**src/rtl/huff_fetch_pkg.sv**
```systemverilog
// Package: shared constants and the fixed canonical code description.
// Assumes: codeword lengths never exceed MAX_LEN; symbols listed in
// canonical order (by length, then by code value).
package huff_fetch_pkg;

    localparam int unsigned MAX_LEN = 16;
    localparam int unsigned SYM_W   = 8;
    localparam int unsigned NUM_SYM = 8;
    localparam int unsigned LEN_W   = $clog2(MAX_LEN + 1);

    // Number of codewords of each length.
    function automatic int unsigned len_count(input int unsigned l);
        case (l)
            2, 3, 4: return 2;
            6, 16:   return 1;
            default: return 0;
        endcase
    endfunction

    // Symbol at canonical position idx.
    function automatic logic [SYM_W-1:0] sym_at(input int unsigned idx);
        case (idx)
            0:       return 8'h00;
            1:       return 8'h20;
            2:       return 8'h41;
            3:       return 8'h42;
            4:       return 8'h10;
            5:       return 8'h11;
            6:       return 8'hFF;
            7:       return 8'h7E;
            default: return 8'h00;
        endcase
    endfunction

    // First canonical code value of length l.
    function automatic int unsigned first_code(input int unsigned l);
        int unsigned f;
        f = 0;
        for (int unsigned i = 1; i < l; i++) begin
            f = (f + len_count(i)) << 1;
        end
        return f;
    endfunction

    // Index of the first symbol of length l in the symbol list.
    function automatic int unsigned sym_offset(input int unsigned l);
        int unsigned s;
        s = 0;
        for (int unsigned i = 1; i < l; i++) begin
            s = s + len_count(i);
        end
        return s;
    endfunction

endpackage

```
**src/rtl/huff_canon_table.sv**
```systemverilog
// Module: combinational canonical-code lookup.
// Given the bits collected so far (right-aligned) and their count, reports
// whether they form a complete codeword and, if so, the decoded symbol.
// Assumes: code bits above len are zero.
module huff_canon_table
    import huff_fetch_pkg::*;
#(
    parameter int unsigned CODE_LEN = MAX_LEN
) (
    input  logic [CODE_LEN-1:0]            code,
    input  logic [$clog2(CODE_LEN+1)-1:0]  len,
    output logic                           hit,
    output logic [SYM_W-1:0]               sym
);
    localparam int unsigned LW = $clog2(CODE_LEN + 1);

    logic [CODE_LEN-1:0] hit_vec;
    logic [SYM_W-1:0]    sym_vec [CODE_LEN];

    // One comparator per code length, constants folded at elaboration.
    for (genvar g = 1; g <= CODE_LEN; g++) begin : g_len
        localparam logic [CODE_LEN:0] FIRST = (CODE_LEN+1)'(first_code(g));
        localparam logic [CODE_LEN:0] CNT   = (CODE_LEN+1)'(len_count(g));
        localparam int unsigned       OFS   = sym_offset(g);
        logic [CODE_LEN:0] diff;
        assign diff = {1'b0, code} - FIRST;
        assign hit_vec[g-1] = (len == LW'(g)) && ({1'b0, code} >= FIRST) && (diff < CNT);
        assign sym_vec[g-1] = sym_at(OFS + 32'(diff));
    end

    // Select the symbol of the single matching length.
    always_comb begin
        hit = |hit_vec;
        sym = '0;
        for (int i = 0; i < CODE_LEN; i++) begin
            if (hit_vec[i]) sym = sym_vec[i];
        end
    end

endmodule

```
**src/rtl/huff_bitbuf.sv**
```systemverilog
// Module: word fetcher and left-aligned bit shift buffer.
// Requests the next memory word whenever fewer than LOW_MARK bits are held
// and no request is outstanding; appends returned words behind the bits
// still held. The head bit is always buf_q[BUF_W-1].
// Assumes: memory returns exactly one rvalid per request, in order;
// BUF_W >= LOW_MARK + WORD_W so a refill never overflows.
module huff_bitbuf #(
    parameter int unsigned WORD_W   = 32,
    parameter int unsigned BUF_W    = 64,
    parameter int unsigned ADDR_W   = 16,
    parameter int unsigned LOW_MARK = 16,
    localparam int unsigned CNT_W   = $clog2(BUF_W + 1)
) (
    input  logic              clk,
    input  logic              rst_n,
    input  logic              restart,
    input  logic [ADDR_W-1:0] restart_addr,
    input  logic              take,
    input  logic              mem_rvalid,
    input  logic [WORD_W-1:0] mem_rdata,
    output logic              mem_req,
    output logic [ADDR_W-1:0] mem_addr,
    output logic              bit_avail,
    output logic              head_bit,
    output logic [CNT_W-1:0]  level
);
    logic [BUF_W-1:0]  buf_q, buf_d, shifted, fill;
    logic [CNT_W-1:0]  cnt_q, cnt_d, cnt_rem;
    logic [ADDR_W-1:0] next_addr_q, mem_addr_q;
    logic              pend_q, drop_q, run_q, mem_req_q;
    logic              accept, want_fetch;

    // Next buffer contents: consume one bit, then merge any accepted word.
    always_comb begin
        shifted    = take ? {buf_q[BUF_W-2:0], 1'b0} : buf_q;
        cnt_rem    = cnt_q - CNT_W'(take);
        fill       = {mem_rdata, {(BUF_W-WORD_W){1'b0}}} >> cnt_rem;
        accept     = mem_rvalid && pend_q && !drop_q;
        buf_d      = accept ? (shifted | fill) : shifted;
        cnt_d      = accept ? (cnt_rem + CNT_W'(WORD_W)) : cnt_rem;
        want_fetch = run_q && !pend_q && (cnt_q < CNT_W'(LOW_MARK));
    end

    // Buffer, fetch-address and outstanding-request registers.
    always_ff @(posedge clk) begin
        if (!rst_n) begin
            buf_q       <= '0;
            cnt_q       <= '0;
            next_addr_q <= '0;
            mem_addr_q  <= '0;
            mem_req_q   <= 1'b0;
            pend_q      <= 1'b0;
            drop_q      <= 1'b0;
            run_q       <= 1'b0;
        end else if (restart) begin
            buf_q       <= '0;
            cnt_q       <= '0;
            next_addr_q <= restart_addr;
            mem_req_q   <= 1'b0;
            run_q       <= 1'b1;
            pend_q      <= pend_q && !mem_rvalid;
            drop_q      <= pend_q && !mem_rvalid;
        end else begin
            buf_q     <= buf_d;
            cnt_q     <= cnt_d;
            mem_req_q <= want_fetch;
            if (want_fetch) begin
                pend_q      <= 1'b1;
                mem_addr_q  <= next_addr_q;
                next_addr_q <= next_addr_q + 1'b1;
            end else if (mem_rvalid) begin
                pend_q <= 1'b0;
                drop_q <= 1'b0;
            end
        end
    end

    assign mem_req   = mem_req_q;
    assign mem_addr  = mem_addr_q;
    assign bit_avail = (cnt_q != '0);
    assign head_bit  = buf_q[BUF_W-1];
    assign level     = cnt_q;

endmodule

```
**src/rtl/huff_sym_decode.sv**
```systemverilog
// Module: bit-serial canonical decoder with an output holding register.
// Examines one buffered bit per cycle; on a match presents the byte and
// restarts the code accumulator; after MAX_LEN bits without a match sets a
// sticky error and stops. Stalls while a held byte is not accepted.
// Assumes: head_bit is meaningful whenever bit_avail is high.
module huff_sym_decode
    import huff_fetch_pkg::*;
(
    input  logic             clk,
    input  logic             rst_n,
    input  logic             restart,
    input  logic             bit_avail,
    input  logic             head_bit,
    input  logic             out_ready,
    output logic             take,
    output logic             out_valid,
    output logic [SYM_W-1:0] out_byte,
    output logic             dec_err
);
    logic [MAX_LEN-1:0] code_q, code_n;
    logic [LEN_W-1:0]   len_q, len_n;
    logic               valid_q, err_q, can_step, hit;
    logic [SYM_W-1:0]   byte_q, sym;

    // Decide whether a bit is consumed this cycle and form the new code.
    always_comb begin
        can_step = bit_avail && !err_q && !restart && (!valid_q || out_ready);
        code_n   = {code_q[MAX_LEN-2:0], head_bit};
        len_n    = len_q + 1'b1;
    end

    huff_canon_table #(.CODE_LEN(MAX_LEN)) u_table (
        .code (code_n),
        .len  (len_n),
        .hit  (hit),
        .sym  (sym)
    );

    // Accumulator, output holding register and sticky error flag.
    always_ff @(posedge clk) begin
        if (!rst_n) begin
            code_q  <= '0;
            len_q   <= '0;
            valid_q <= 1'b0;
            byte_q  <= '0;
            err_q   <= 1'b0;
        end else if (restart) begin
            code_q  <= '0;
            len_q   <= '0;
            valid_q <= 1'b0;
            err_q   <= 1'b0;
        end else begin
            if (valid_q && out_ready) valid_q <= 1'b0;
            if (can_step) begin
                if (hit) begin
                    valid_q <= 1'b1;
                    byte_q  <= sym;
                    code_q  <= '0;
                    len_q   <= '0;
                end else if (len_n == LEN_W'(MAX_LEN)) begin
                    err_q  <= 1'b1;
                    code_q <= '0;
                    len_q  <= '0;
                end else begin
                    code_q <= code_n;
                    len_q  <= len_n;
                end
            end
        end
    end

    assign take      = can_step;
    assign out_valid = valid_q;
    assign out_byte  = byte_q;
    assign dec_err   = err_q;

endmodule

```
**src/rtl/ifetch_huff_dec.sv**
```systemverilog
// Module: top of the fetch-path decompressor.
// Connects the word fetcher / bit buffer to the serial canonical decoder.
// Assumes: a single-outstanding memory read port with in-order responses.
module ifetch_huff_dec
    import huff_fetch_pkg::*;
#(
    parameter int unsigned ADDR_W = 16,
    parameter int unsigned WORD_W = 32,
    parameter int unsigned BUF_W  = 64
) (
    input  logic              clk,
    input  logic              rst_n,
    input  logic              restart,
    input  logic [ADDR_W-1:0] restart_addr,
    output logic              mem_req,
    output logic [ADDR_W-1:0] mem_addr,
    input  logic              mem_rvalid,
    input  logic [WORD_W-1:0] mem_rdata,
    output logic              out_valid,
    input  logic              out_ready,
    output logic [SYM_W-1:0]  out_byte,
    output logic              dec_err
);
    localparam int unsigned CNT_W = $clog2(BUF_W + 1);

    logic             take, bit_avail, head_bit;
    logic [CNT_W-1:0] buf_level;

    huff_bitbuf #(
        .WORD_W   (WORD_W),
        .BUF_W    (BUF_W),
        .ADDR_W   (ADDR_W),
        .LOW_MARK (MAX_LEN)
    ) u_buf (
        .clk          (clk),
        .rst_n        (rst_n),
        .restart      (restart),
        .restart_addr (restart_addr),
        .take         (take),
        .mem_rvalid   (mem_rvalid),
        .mem_rdata    (mem_rdata),
        .mem_req      (mem_req),
        .mem_addr     (mem_addr),
        .bit_avail    (bit_avail),
        .head_bit     (head_bit),
        .level        (buf_level)
    );

    huff_sym_decode u_dec (
        .clk       (clk),
        .rst_n     (rst_n),
        .restart   (restart),
        .bit_avail (bit_avail),
        .head_bit  (head_bit),
        .out_ready (out_ready),
        .take      (take),
        .out_valid (out_valid),
        .out_byte  (out_byte),
        .dec_err   (dec_err)
    );

endmodule

```
**config.mk**
```make
export PLATFORM = sky130hd
export DESIGN_NAME = ifetch_huff_dec
export DESIGN_NICKNAME = d
export VERILOG_FILES = /design/src/rtl/huff_fetch_pkg.sv /design/src/rtl/huff_canon_table.sv /design/src/rtl/huff_bitbuf.sv /design/src/rtl/huff_sym_decode.sv /design/src/rtl/ifetch_huff_dec.sv
export SDC_FILE = /design/constraint.sdc
export NUM_CORES = 1
export LEC_CHECK = 0
export ABC_CLOCK_PERIOD_IN_PS = 5590
export BUFFER_PORTS_ARGS = -buffer_cell sky130_fd_sc_hd__buf_2
export CAP_MARGIN = 0
export CORE_MARGIN = 2
export CORE_UTILIZATION = 35
export CTS_CLUSTER_DIAMETER = 150
export DETAILED_ROUTE_END_ITERATION = 12
export GPL_TIMING_DRIVEN = 1
export PLACE_DENSITY = 0.58
export RECOVER_POWER = 50
export REMOVE_ABC_BUFFERS = 1
export SLEW_MARGIN = 0
export SYNTH_ARGS = -nofsm -noshare
export SYNTH_HDL_FRONTEND = slang
export SYNTH_SLANG_ARGS = --single-unit
```
**constraint.sdc**
```tcl
create_clock -name clk -period 5.59 [get_ports clk]
set_input_delay 0.2795 -clock clk [delete_from_list [all_inputs] [get_ports clk]]
set_output_delay 0.2795 -clock clk [all_outputs]
set_load 0.03 [all_outputs]
```
==> summary.md <==
| Metric | Value |
|---|---|
| Die ar. | `0.0294 mm²` |
| Failing checks | `capacitance limit, slew limit` |
| Register-to-register setup slack | `0.74 ns` |
| DP Area | `0.0103 mm²` |
| CP startpoint kind | `register` |
| Ys async rst share | `0%` |
| Hold WC Path Type | `input port to register` |
| Clk sinks | `136` |
| WHS Endpoint | `u_dec.out_valid` |
| Antenna violations before repair | `0` |
| Starting Density | `35.4%` |
| Hold Vio Cnt, Final | `0` |
| First-pass GRT wire length | `46400 µm` |
| Final worst slack | `0.740 ns` |
| Hold-fix buffers at CTS | `0` |
| CP endpoint kind | `register` |
| Gr usage total | `19.7%` |
| Area growth syn-to-layout | `10.2%` |
| Top layer used by detailed routing | `met4` |
| CTS tree | `done` |
| DR WL/cell | `17.1 µm` |
| Post-DP HPWL | `20500 µm` |
| Die W | `171 µm` |
| Via/cell ratio | `5.54` |
| M1 WL | `14200 µm` |
| Final WL | `28800 µm` |
| Met2 wire len | `12600 µm` |
| Max Fclk | `206 MHz` |
| Num CTS Buffers | `17` |
| Hold Crit Depth | `4` |
| Number of max-cap violations | `2` |
| Root buf cell | `clkbuf_16` |
| Clk buf depth | `2` |
| R2R cell count | `12` |
| Max Transition Viols Final | `87` |
| Worst-Margin Slew | `1.64 ns` |
| Vias in the first global route | `8620` |
| Most common cell after layout, fill and taps aside | `nand2_1` |
| Area contributors post-synth | `dfxtp_1 28%, nand2_1 13%, mux4_2 6.2%` |
| RSZ-0062 raised after global routing | `no` |
| Starting DRT DRC Count | `855` |
| Synth warn | `0` |
| Final setup viols | `0` |
| Drt drc | `0` |
| Slew Limit Headroom | `-9.49%` |
| Routed Antenna Nets | `0` |
| Minimum clock period | `4.85 ns` |
| Fin crit share | `86.8%` |
| Post-CTS Setup Bufs | `0` |
| CTS clk-pin slew, worst paths | `0.07 ns` |
| CP Data Required Time | `5.86 ns` |
| DRT Pass-1 Iters | `5` |
| Worst reg2reg endpoint | `u_buf.buf_q[6]` |
| Routed length on met3 | `1570 µm` |
| Share of layout cells above drive strength 1 | `13.1%` |
| CTS H-tree depth | `4` |
| Yosys cell types | `80` |
| Cell count after synthesis | `1276` |
| I/O pins | `80` |
| Number of synthesized register bits | `136` |
| Total gr overflow | `0` |
| PortBufs | `79` |
| Largest net degree at the start of global routing | `73` |
| Final Net Count | `1377` |
| Row cnt | `61` |
| Worst-path maximum fanout | `40` |
| Area leader, netlist | `dfxtp_1` |
| Routed vias | `9341` |
| Pre-CTS setup slack | `1.36 ns` |
| Critical path type | `register to register` |
| Sequential area share after synthesis | `27.8%` |
| Setup_tns | `0 ns` |
| Fillers | `2924` |
| Commonest non-fill, non-tap cells in the layout | `332 x nand2_1, 136 x dfxtp_1, 90 x o21ai_0, 69 x nor2_1, 53 x a31oi_1` |
| Min Hold Slack | `0.163 ns` |
| Outcome | `complete, but fails checks` |
| Post-Syn Area per Cell | `7.68 µm²` |
| Finished layout cell area | `0.0108 mm²` |
| Startpoint of the worst hold path | `out_ready` |
| Post-synth EDFFs | `0` |
| Synth Cell Area | `0.00981 mm²` |
| Core area | `0.0277 mm²` |
| Final clock skew | `0.0159 ns` |
| CP arrival | `5.12 ns` |
| Main synth FF type | `dfxtp_1` |
| Worst-Skew Late Latency | `0.43 ns` |
| Die Y | `171 µm` |
| Post-CTS sizing | `0` |
| Synth top area share | `27.8%` |
| N_diodes | `0` |
| Worst reg2reg startpoint | `u_dec.out_valid` |
| Gpl congestion | `0.908` |
## layer usage
metal	global-route usage, %	up-vias
met1	28.2	4388
met4	5.78	0
met5	0	-
li1	-	4606
met2	30.5	306
met3	3.22	41
## cell families after synthesis
| group | count (synthesis) | synth area share (%) |
|---|---|---|
| multiplexers | 65 | 10.3 |
| AO/OA/AOI/OAI | 306 | 20.9 |
| XOR/XNOR | 41 | 3.66 |
| adder cells (fa/ha/maj) | 29 | 3.70 |
| AND/OR/NAND/NOR | 574 | 27.0 |
| flip-flops | 136 | 27.8 |
| buffers and inverters | 125 | 6.69 |
## state kept, by name (all words and copies together) (netlist names)
name	count
u_buf.mem_req	1
u_dec.len_q	5
u_buf.mem_addr	16
u_buf.level	7
u_dec.dec_err	1
u_dec.code_q	15
u_buf.drop_q	1
u_dec.out_valid	1
u_buf.run_q	1
u_buf.pend_q	1
u_buf.next_addr_q	16
u_dec.out_byte	7
u_buf.buf_q	64
## synth_stat cells (7+ instances only)
master,instances
nand2_1,332
dfxtp_1,136
o21ai_0,90
nor2_1,69
clkbuf_1,68
a31oi_1,52
xnor2_1,30
ha_1,29
inv_1,28
mux4_2,27
a21oi_1,25
nand3_1,25
and2_1,24
mux2i_1,24
a21boi_0,20
nor3_1,17
nand4_1,16
a41oi_1,15
nor4_1,15
o22ai_1,15
clkbuf_8,14
mux2_2,14
a22o_1,13
xor2_1,11
a211oi_1,10
and3_1,10
nor2b_1,9
o211ai_1,8
or3_1,8
nand2b_1,7
## worst max-delay path: stages (launching register included)
cell and delay [ns]:
dfxtp_1 0.30, nor2b_1 0.14, nor3_1 0.45, o41ai_1 0.22, inv_2 0.10, ha_2 0.17, nor3b_1 0.62, xnor2_2 0.17
clkbuf_1 1.15, o21ai_0 0.63, mux2_2 0.46, o22ai_1 0.17, a31oi_1 0.10
## metrics by stage
step | std cells | util (%)
2_1_floorplan | 1180 | -
3_3_place_gp | 1654 | 37.2
6_report | 1686 | 39.0
3_5_place_dp | 1654 | 37.2
4_1_cts | 1686 | 39.4
5_1_grt | 1686 | 39.0
## layout make-up
| cell class | instances | area (µm²) | area share (%) |
|---|---|---|---|
| multi-input combinational | 1015 | 6430 | 59.5 |
| sequential | 136 | 2720 | 25.2 |
| timing repair buffer | 96 | 477 | 4.41 |
| tap | 378 | 473 | 4.38 |
| clock buffer | 18 | 439 | 4.06 |
| clock inverter | 14 | 158 | 1.46 |
| inverter | 29 | 109 | 1.01 |
## worst max-delay path by stage
stage               startpoint             end  slack (ns)  depth (start not counted)
5_1_grt        u_dec.out_valid  u_buf.buf_q[6]        0.54                         12
3_3_place_gp           restart  u_buf.buf_q[2]        1.36                         14
3_5_place_dp    u_buf.level[4]  u_buf.buf_q[2]        1.36                         14
6_report       u_dec.out_valid  u_buf.buf_q[6]        0.74                         12
4_1_cts         u_buf.level[4]  u_buf.buf_q[2]        1.34                         14
2_1_floorplan   u_buf.level[3]  u_buf.buf_q[2]       -4.09                         13
Power is not shown: default switching activity piles up to over one toggle a cycle in this logic, so the estimate is an artifact.
